==> src/rtl/serial_cmd_slave.sv <==
module serial_cmd_slave #(
  parameter logic [7:0]  ID_VALUE    = 8'h4D,
  parameter logic [23:0] MODE_INIT   = 24'h080060,
  parameter logic [23:0] CFG_INIT    = 24'h000117,
  parameter logic [7:0]  GPIO_INIT   = 8'h00,
  parameter logic [23:0] OFFS_INIT   = 24'h800000,
  parameter logic [23:0] FSCL_INIT   = 24'h553A40,
  parameter int          RESYNC_ONES = 40,
  parameter int          APPEND_BIT  = 20
) (
  input  logic        clk,
  input  logic        rst_n,
  input  logic        sclk,
  input  logic        cs_n,
  input  logic        din,
  output logic        dout,
  input  logic        rdy,
  input  logic [23:0] conv_data,
  output logic [23:0] mode_q,
  output logic [23:0] cfg_q,
  output logic [7:0]  gpio_q,
  output logic        cont_rd
);

  localparam int OW = $clog2(RESYNC_ONES + 1);
  localparam logic [7:0] CONT_EXIT = 8'h58;

  typedef enum logic [2:0] {S_CMD, S_WR, S_RD, S_CWAIT, S_CXFER} state_t;

  state_t      state;
  logic        sclk_q, rdy_q;
  logic [7:0]  cmd_sr;
  logic [5:0]  cnt, len;
  logic [2:0]  waddr;
  logic [22:0] in_sr;
  logic [31:0] out_sr;
  logic [23:0] data_q, offs_q, fscl_q;
  logic [OW-1:0] ones;

  logic [7:0]  cmd_next, status;
  logic [23:0] wdata;
  logic [31:0] rd_word;
  logic [5:0]  rd_len, wr_len;
  logic        rise, fall, rdy_rise, append, resync;

  assign rise     = !cs_n && sclk && !sclk_q;
  assign fall     = !cs_n && !sclk && sclk_q;
  assign rdy_rise = rdy && !rdy_q;
  assign cmd_next = {cmd_sr[6:0], din};
  assign wdata    = {in_sr, din};
  assign status   = {!rdy, 7'b0};
  assign append   = mode_q[APPEND_BIT];
  assign resync   = rise && din && (ones == OW'(RESYNC_ONES - 1));
  assign dout     = (state == S_RD || state == S_CXFER) ? out_sr[31] : 1'b1;

  always_comb begin
    rd_len = 6'd24;
    wr_len = 6'd24;
    case (cmd_next[5:3])
      3'd0:    rd_word = {status, 24'h0};
      3'd1:    rd_word = {mode_q, 8'h00};
      3'd2:    rd_word = {cfg_q, 8'h00};
      3'd3:    rd_word = {data_q, append ? status : 8'h00};
      3'd4:    rd_word = {ID_VALUE, 24'h0};
      3'd5:    rd_word = {gpio_q, 24'h0};
      3'd6:    rd_word = {offs_q, 8'h00};
      default: rd_word = {fscl_q, 8'h00};
    endcase
    if (cmd_next[5:3] inside {3'd0, 3'd4, 3'd5}) begin
      rd_len = 6'd8;
      wr_len = 6'd8;
    end
    if (cmd_next[5:3] == 3'd3 && append) rd_len = 6'd32;
  end

  always_ff @(posedge clk) begin
    if (!rst_n) begin
      state   <= S_CMD;
      sclk_q  <= 1'b1;
      rdy_q   <= 1'b0;
      cmd_sr  <= '0;
      cnt     <= '0;
      len     <= '0;
      waddr   <= '0;
      in_sr   <= '0;
      out_sr  <= '1;
      data_q  <= '0;
      mode_q  <= MODE_INIT;
      cfg_q   <= CFG_INIT;
      gpio_q  <= GPIO_INIT;
      offs_q  <= OFFS_INIT;
      fscl_q  <= FSCL_INIT;
      ones    <= '0;
      cont_rd <= 1'b0;
    end else begin
      sclk_q <= sclk;
      rdy_q  <= rdy;
      if (rdy_rise) data_q <= conv_data;

      if (cs_n) begin
        cnt   <= '0;
        ones  <= '0;
        state <= cont_rd ? S_CWAIT : S_CMD;
      end else if (resync) begin
        state   <= S_CMD;
        cnt     <= '0;
        ones    <= '0;
        cont_rd <= 1'b0;
        data_q  <= '0;
        mode_q  <= MODE_INIT;
        cfg_q   <= CFG_INIT;
        gpio_q  <= GPIO_INIT;
        offs_q  <= OFFS_INIT;
        fscl_q  <= FSCL_INIT;
      end else begin
        if (rise) ones <= din ? ones + OW'(1) : '0;

        case (state)
          S_CMD: if (rise) begin
            if (cnt == 6'd0) begin
              if (!din) begin
                cnt    <= 6'd1;
                cmd_sr <= '0;
              end
            end else if (cnt != 6'd7) begin
              cmd_sr <= cmd_next;
              cnt    <= cnt + 6'd1;
            end else begin
              cmd_sr <= cmd_next;
              cnt    <= '0;
              if (cmd_next[6]) begin
                out_sr <= rd_word;
                len    <= rd_len;
                if (cmd_next[5:3] == 3'd3 && cmd_next[2]) begin
                  cont_rd <= 1'b1;
                  state   <= S_CWAIT;
                end else begin
                  state <= S_RD;
                end
              end else if (cmd_next[5:3] != 3'd0) begin
                waddr <= cmd_next[5:3];
                len   <= wr_len;
                state <= S_WR;
              end
            end
          end

          S_WR: if (rise) begin
            in_sr <= wdata[22:0];
            cnt   <= cnt + 6'd1;
            if (cnt == len - 6'd1) begin
              cnt   <= '0;
              state <= S_CMD;
              case (waddr)
                3'd1:    mode_q <= wdata;
                3'd2:    cfg_q  <= wdata;
                3'd5:    gpio_q <= wdata[7:0];
                3'd6:    offs_q <= wdata;
                3'd7:    fscl_q <= wdata;
                default: ;
              endcase
            end
          end

          S_RD: begin
            if (rise) begin
              cnt <= cnt + 6'd1;
              if (cnt == len - 6'd1) begin
                cnt   <= '0;
                state <= S_CMD;
              end
            end else if (fall && cnt != 6'd0) begin
              out_sr <= {out_sr[30:0], 1'b1};
            end
          end

          S_CWAIT: if (rdy_rise) begin
            out_sr <= {conv_data, append ? status : 8'h00};
            len    <= append ? 6'd32 : 6'd24;
            cnt    <= '0;
            state  <= S_CXFER;
          end

          S_CXFER: begin
            if (rise) begin
              cmd_sr <= cmd_next;
              cnt    <= cnt + 6'd1;
              if (cnt == 6'd7 && cmd_next == CONT_EXIT) begin
                cont_rd <= 1'b0;
                cnt     <= '0;
                state   <= S_CMD;
              end else if (cnt == len - 6'd1) begin
                cnt   <= '0;
                state <= S_CWAIT;
              end
            end else if (fall && cnt != 6'd0) begin
              out_sr <= {out_sr[30:0], 1'b1};
            end
          end

          default: state <= S_CMD;
        endcase
      end
    end
  end

endmodule


==> config.mk <==
export PLATFORM = sky130hd
export DESIGN_NAME = serial_cmd_slave
export DESIGN_NICKNAME = d
export VERILOG_FILES = /design/src/rtl/serial_cmd_slave.sv
export SDC_FILE = /design/constraint.sdc
export NUM_CORES = 1
export LEC_CHECK = 0
export ABC_CLOCK_PERIOD_IN_PS = 2690
export BUFFER_PORTS_ARGS = -buffer_cell sky130_fd_sc_hd__buf_2
export CORE_MARGIN = 4
export CORE_UTILIZATION = 35
export DETAILED_ROUTE_END_ITERATION = 10
export PLACE_DENSITY_LB_ADDON = 0.12
export SYNTH_ARGS = -nofsm -noshare
export SYNTH_HDL_FRONTEND = slang
export SYNTH_SLANG_ARGS = --single-unit
==> constraint.sdc <==
create_clock -name clk -period 2.69 [get_ports clk]
set_clock_uncertainty 0.1 [all_clocks]
set_input_delay 0.269 -clock clk [delete_from_list [all_inputs] [get_ports clk]]
set_output_delay 0.269 -clock clk [all_outputs]
set_load 0.02 [all_outputs]
* After elaboration in Yosys (flattened, before gate mapping)
Cells that the tools add are included.
W data, S select, Z words.
** Storage, ports and cells
- Flip-flop bits (word level) :: 217
- Input port bits :: 30
- Output and inout bits :: 58
** Cells by class
- Add/subtract/negate cells :: 3
- Equality and inequality tests :: 47
- Mux-type cells :: 90
- Bitwise gates (word level) :: 6
- Reductions and logical operators :: 52
** Operator list (count)
- $mux W24 :: 23
- $mux W32 :: 7
- $pmux W32 S7 :: 1
- $mux W6 :: 18
- $pmux W32 S3 :: 1
- $mux W8 :: 6
- $mux W3 :: 13
- $mux W7 :: 4
- $reduce_and A5 Y1 :: 5
- $ne A3 B3 Y1 const B :: 8
- $pmux W6 S4 :: 1
- $eq A3 B3 Y1 const B :: 7
- $ne A4 B4 Y1 const B :: 5
- $reduce_bool A2 Y1 :: 10
- $reduce_and A9 Y1 :: 2
- $reduce_and A8 Y1 :: 2
- $eq A3 B2 Y1 const B :: 5
- $ne A2 B2 Y1 const B :: 7
- $pmux W7 S2 :: 1
- $add A6 B1 Y6 const B :: 2
- $pmux W3 S4 :: 1
- $pmux W6 S2 :: 1
- $reduce_and A6 Y1 :: 2
- $reduce_bool A3 Y1 :: 4
- other kinds (28) :: 62

* Logic depth before layout (Yosys ltp)
Gate-level depths: netlist of run 1.
- Word-level depth :: 10
- Gate-level depth with buffers :: 10

* Worst setup path after synthesis of run 1
OpenSTA, ideal clock, no wires.
- Path type :: flip-flop to flip-flop
- Start point :: register ones[0]
- End point :: register out_sr[27]
- Setup time :: 141 ps
- Arrival time :: 2008 ps
- Required time :: 2449 ps
- Setup slack :: 441 ps
- Cell stages (with the launch flop) :: 10
- Period minus slack after synthesis :: 2249 ps
- Cells stage by stage :: dfxtp_1 > ha_1 > nand4b_1 > nor3_2 > or2_1 > or4b_1 > buf_2 > buf_2 > nand2_1 > o211ai_1
** Between the ends
- Longest elaborated chain between the ends :: 4
** RTL lines
- from (decl) :: line 38 : logic [OW-1:0] ones;
- from (signal assigned) :: line 116 : if (rise) ones <= din ? ones + OW'(1) : '0;
- $eq A6 B6 Y1 :: line 53 : assign resync = rise && din && (ones == OW'(RESYNC_ONES - 1));
- $logic_and A1 B1 Y1 :: line 53
- $not A1 Y1 (no line)
- $reduce_and A10 Y1 (no line)
- to (signal assigned) :: line 132 : out_sr <= rd_word;
- to (signal assigned) :: line 173 : out_sr <= {out_sr[30:0], 1'b1};
- to (signal assigned) :: line 178 : out_sr <= {conv_data, append ? status : 8'h00};
- to (decl) :: line 36 : logic [31:0] out_sr;
Every way passes these cells.
A chain may end at the register's enable or synchronous reset.

* Worst setup path after layout of run 1
- Start point :: register ones[0]
- End point :: register in_sr[1]
** Between the ends
- Longest elaborated chain between the ends :: 4
** RTL lines
- $eq A6 B6 Y1 :: line 53
- $logic_and A1 B1 Y1 :: line 53
- $not A1 Y1 (no line)
- $reduce_and A4 Y1 (no line)
- to (signal assigned) :: line 149 : in_sr <= wdata[22:0];
- to (decl) :: line 35 : logic [22:0] in_sr;
Every way passes these cells.

==> flow_summary.yaml, run 1 <==
synth:
  syn_inst: 1170
  synth_nets: 1204
  yosysUniqueCellTypes: 68
  ys_ff_latch: 214
  ys_warn_count: 0
  synth.avg_cell_area_um2: 8.04
  ys_seq_area_frac: 0.455
  synth_enable_flop_cells: 0
  dominantRegCellSynth: "dfxtp_1"
  synth_area_leader_cell: "dfxtp_1"
  ys_async_sr_fraction: 0
  netlist_area_um2: 9410
  synth.top_cells.by_area: "dfxtp_1 46%, o21ai_0 7.4%, nand2_1 6.4%"
  synth_top_area_share: 0.455
finish:
  diodes: 0
  layout_commonest_cell: "dfxtp_1"
  nFillCells: 2667
  nets: 1293
  final_cell_mix: "212 x dfxtp_1, 161 x nand2_1, 138 x o21ai_0"
  drive_gt1_frac: 0.168
  stdcell_area_um2: 11400
  areaGrowthSynthToFinish_pct: 21.5
die:
  dieHeight_um: 172
  design.core.area_um2: 26300
  initial_core_util: 0.358
  io_pins: 88
  die_area_um2: 29600
  die_x_um: 172
  num_rows: 59
cts:
  htreeDepth: 1
  clkTransAtPathRegs_ns: 0.06
  cts_root_buf: "clkbuf_16"
  cts_tree: "yes"
  cts_made_buffers: 25
  clock-sinks: 214
  clk_latency_ns: 0.53
  max-clock-path-buffers: 3
timing:
  finalCritPeriodShare: 0.921
  period_minus_slack_ns: 2.48
  relSlewSlack: 0.400
  setup_viol_count_final: 0
  slew_violations: 0
  finalHoldViolCount: 0
  rsz0062_at_grt: "no"
  finalSetupTns_ns: 0
  timing.fmax_mhz: 404
  tightest_slew_ns: 0.900
power:
  power.density_nw_per_um2: 632
  peakVddDrop_mv: 0.359
  leakagePower_uw: 0.00421
placement:
  hpwl_um: 22200
  place_area_um2: 10300
  place_congestion: 0.857
  io_buffers: 87
detailed_routing:
  wire_per_inst_um: 19.8
  avgViaCountPerCell: 5.45
  first_pass_iters: 6
  dr_wl_met2_um: 13100
  routed.top_layer: "met4"
  wl_met3_um: 1620
  antenna_left: 0
  dr.first_iter.drc_count: 728
  drcViolationCount: 0
  wl_met1_um: 16800
  wl_um: 31900
  vias: 8778
global_route:
  grt_usage: 0.209
  grt_max_degree: 59
  grt_pass1_vias: 8023
  antenna_found_initial: 0
  overflow: 0
  grt_pass1_wl_um: 48800
worst_setup_path:
  worst-r2r-setup-slack_ns: 0.21
  critPathMaxFanout: 22
  crit_required_ns: 3.04
  crit_arrival_ns: 2.83
  endpoint_kind: "flip-flop"
  crit_path_max_incr_delay_ns: 0.58
  critical_path_class: "flip-flop to flip-flop"
  crit_chain: "ha_1, nand4b_1, nor3_2, buf_4, or2_0, buf_4, nand2_1, a21oi_1"
  cp-start-kind: "flip-flop"
  slowest_stage: "nor3_2"
  cp.buffers_inverters: 2
  critPathTopFamily: "simple AND/OR/NAND/NOR gates"
  crit_top_cell: "buf_4"
worst_hold_path:
  hold_path_class: "input pin to flip-flop"
job:
  maxCapViolations: 0
status:
  status: "finished, final reports clean"
==> metal layers <==
| layer | up-vias | GRT usage |
|---|---|---|
| li1 | 4381 | - |
| met1 | 4157 | 0.338 |
| met2 | 214 | 0.295 |
| met3 | 26 | 0.0279 |
| met4 | 0 | 0.0386 |
| met5 | - | 0 |
==> worst paths after layout <==
kind	start	end	cells past startpoint
worst max-delay path	ones[0]	in_sr[1]	8
worst min-delay path	cs_n	cont_rd	3
worst max register to register	ones[0]	in_sr[1]	8
worst min register to register	cmd_sr[6]	cmd_sr[6]	2
==> sequential cells by signal, summed over array words and instances (netlist names) <==
signal	count
cfg_q	24
cmd_sr	7
cnt	6
cont_rd	1
data_q	24
fscl_q	24
gpio_q	8
in_sr	23
len	3
mode_q	24
offs_q	24
ones	6
out_sr	32
rdy_q	1
sclk_q	1
state	3
waddr	3
==> worst register-to-register path: stages (launching register included) <==
cell      delay [ns]
dfxtp_1         0.37
ha_1            0.22
nand4b_1        0.16
nor3_2          0.58
buf_4           0.28
or2_0           0.19
buf_4           0.28
nand2_1         0.09
a21oi_1         0.14
==> layout make-up <==
cell class,instances,area (um^2),share of cell area
multi-input combinational,842,4700,0.411
sequential,214,4290,0.375
timing repair buffer,164,1120,0.0976
clock buffer,39,758,0.0663
tap,335,419,0.0367
clock inverter,6,109,0.00952
inverter,12,45.0,0.00394
==> through the flow <==
step | std cells | setup WS, ns | hold slack [ns] | util | total power, uW
after floorplan | 1170 | 0.441 | 0.270 | - | 3550
after global placement | 1540 | 0.127 | 0.347 | 0.392 | 3710
after detailed placement | 1540 | 0.0940 | 0.348 | 0.392 | 3710
after CTS | 1611 | 0.0960 | 0.0999 | 0.435 | 7300
after global routing | 1612 | 0.0201 | 0.163 | 0.435 | 7490
final | 1612 | 0.213 | 0.131 | 0.435 | 7230
==> where the power goes <==
part	total [uW]	internal, uW	switching [uW]
logic	437	162	274
registers	3240	3210	30.8
clock network	3560	2210	1340
==> Yosys cell counts (all sizes together) (6+ instances only) <==
master and n:
nand2b 9, o211ai 20, nor2 73, nand2 161, a22oi 21, nor2b 8, nand3 112, buf 25
dfxtp 214, nor3 41, a21oi 104, mux2 14, a221oi 26, a31oi 12, o21ai 140, clkbuf 78
o2bb2ai 6, mux2i 13, inv 12
==> logic make-up (layout without fill, tap and decap cells) <==
group / after synthesis / after routing / synth area share
XOR/XNOR: 7 / 7 / 0.00798
multiplexers: 28 / 28 / 0.0330
adder cells (fa/ha/maj): 4 / 4 / 0.00532
AND/OR/NAND/NOR: 442 / 443 / 0.219
AO/OA/AOI/OAI: 360 / 360 / 0.231
flip-flops: 214 / 214 / 0.455
buffers and inverters: 115 / 221 / 0.0484
==> repair_timing <==
item | in CTS | in global routing
gates resized for setup | 0 | 3
setup buffers | 0 | 0
endpoints found under the setup margin | 0 | 21
hold endpoints to repair | 34 | 0
hold buffers | 26 | 0
Power figures use the tool's default switching activity.
==> run 2: changes to the inputs <==
--- a/config.mk
+++ b/config.mk
@@ -6,5 +6,5 @@
 export NUM_CORES = 1
 export LEC_CHECK = 0
-export ABC_CLOCK_PERIOD_IN_PS = 2690
+export ABC_CLOCK_PERIOD_IN_PS = 2500
 export BUFFER_PORTS_ARGS = -buffer_cell sky130_fd_sc_hd__buf_2
 export CORE_MARGIN = 4
==> constraint.sdc (replaced) <==
create_clock -name clk -period 2.5 [get_ports clk]
set_clock_uncertainty 0.1 [all_clocks]
set_input_delay 0.125 -clock clk [delete_from_list [all_inputs] [get_ports clk]]
set_output_delay 0.125 -clock clk [all_outputs]
set_load 0.02 [all_outputs]
==> run 2 against run 1 <==
Design area up 0.70%. Sequential share of layout area fell by 0.25 points. Highest routed layer unchanged. Critical path type unchanged. Fmax rose by 4.4%. Total power up 6.7%.
==> flow_summary.yaml, run 2 (synthesis gave the netlist of run 1 again) <==
worst_setup_path:
  endpoint_kind: "flip-flop"
  critPathTopFamily: "simple AND/OR/NAND/NOR gates"
  crit_arrival_ns: 2.66
  cp.buffers_inverters: 2
  critical_path_class: "flip-flop to flip-flop"
  slowest_stage: "dfxtp_1"
  worst-r2r-setup-slack_ns: 0.13
  crit_top_cell: "nor3_1"
  cp-start-kind: "flip-flop"
  crit_required_ns: 2.79
  critPathMaxFanout: 38
  crit_chain: "inv_1, ha_1, xor2_1, nand4_1, nor3_1, nand3b_1, buf_4, nor3_1, a21oi_1"
  crit_path_max_incr_delay_ns: 0.35
finish:
  stdcell_area_um2: 11500
  regArea_um2: 4290
  layout_commonest_cell: "dfxtp_1"
  nFillCells: 2665
  drive_gt1_frac: 0.171
  largest_reg_flops: 32
  top_register: "out_sr"
  final_cell_mix: "211 x dfxtp_1, 161 x nand2_1, 138 x o21ai_0"
  multi_input_area_um2: 4690
  diodes: 0
  utilization: 0.438
  nets: 1300
  areaGrowthSynthToFinish_pct: 22.4
cts:
  cts_root_buf: "clkbuf_16"
  clkTransAtPathRegs_ns: 0.06
  clock-sinks: 214
  cts_setup_buffers: 0
  cts_tree: "yes"
  htreeDepth: 1
  cts_made_buffers: 25
  max-clock-path-buffers: 3
  clk_latency_ns: 0.52
timing:
  finalHoldViolCount: 0
  tightest_slew_ns: 0.616
  timing.fmax_mhz: 421
  hold_slack_ns: 0.299
  relSlewSlack: 0.589
  rsz0062_at_grt: "yes"
  setup_viol_count_final: 0
  finalCritPeriodShare: 0.949
  slew_violations: 0
  setup_ws_ns: 0.126
  period_minus_slack_ns: 2.37
global_route:
  grt_usage: 0.209
  overflow: 0
  grt_pass1_wl_um: 48700
  grt_pass1_vias: 8162
  antenna_found_initial: 0
  grt_max_degree: 59
placement:
  io_buffers: 87
  place_congestion: 0.876
  place_area_um2: 10400
  hpwl_um: 22500
  dp_slack_ns: 0.0737
die:
  io_pins: 88
  dieHeight_um: 172
  num_rows: 59
  design.core.area_um2: 26300
  die_area_um2: 29600
  initial_core_util: 0.358
  die_x_um: 172
job:
  maxCapViolations: 0
detailed_routing:
  first_pass_iters: 6
  drcViolationCount: 0
  antenna_left: 0
  vias: 8944
  dr.first_iter.drc_count: 789
  avgViaCountPerCell: 5.52
  wire_per_inst_um: 19.5
  wl_um: 31600
power:
  peakVddDrop_mv: 0.404
  power.density_nw_per_um2: 670
  leakagePower_uw: 0.00425
worst_hold_path:
  hold_path_class: "input pin to flip-flop"
status:
  status: "finished, final reports clean"
==> run 2: cell count changes in the layout (fill, tap and decap cells not counted), sizes merged <==
cell,before,now
clkinv,2,3
bufinv,3,2
nor2,74,73
buf,138,143
dlygate4sd3,26,29
==> run 2: path summary, 6_finish.rpt <==
path | end | cells past startpoint | start
max | mode_q[5] | 9 | len[3]
min | data_q[11] | 4 | conv_data[11]
max reg2reg | mode_q[5] | 9 | len[3]
min reg2reg | data_q[20] | 2 | data_q[20]
==> run 2: stage by stage <==
| step | cells | power (uW) | setup TNS, ns |
|---|---|---|---|
| after floorplan | 1170 | 3820 | 0 |
| after global placement | 1545 | 3990 | 0 |
| final | 1619 | 7720 | 0 |
| after CTS | 1619 | 7790 | 0 |
| after detailed placement | 1545 | 3990 | 0 |
| after global routing | 1619 | 7970 | -0.121 |
==> run 2: worst min-delay path: cells and delay by family <==
kind | cells | cell delay, ns
AOI/OAI and AO/OA | 1 | 0.05
buffers and inverters | 2 | 0.65
and+or+nand+nor | 1 | 0.05
==> run 2: area by class of cell <==
type | count | share of cell area
Timing Repair Buffer | 172 | 0.106
Inverter | 12 | 0.00391
Tap cell | 335 | 0.0364
Clock inverter | 6 | 0.00728
Clock buffer | 39 | 0.0667
Multi-Input combinational cell | 841 | 0.407
Sequential cell | 214 | 0.372
==> run 2: per-layer routing <==
layer / GRT usage / up-vias / routed length, um
li1: - / 4408 / -
met1: 0.323 / 4214 / 15600
met2: 0.306 / 286 / 13200
met3: 0.0375 / 36 / 2380
met4: 0.0390 / 0 / 473
met5: 0 / - / 0
==> run 2: what timing repair did <==
item	in CTS	in global routing
gates resized for setup	0	3
hold buffers	29	0
endpoints found under the hold margin	70	0
endpoints found under the setup margin	0	36
==> run 2: report_power, final <==
part           switching (uW)  total, uW  internal [uW]
Clock                    1460       3760           2310
Combinational             288        468            180
Sequential               34.3       3490           3450
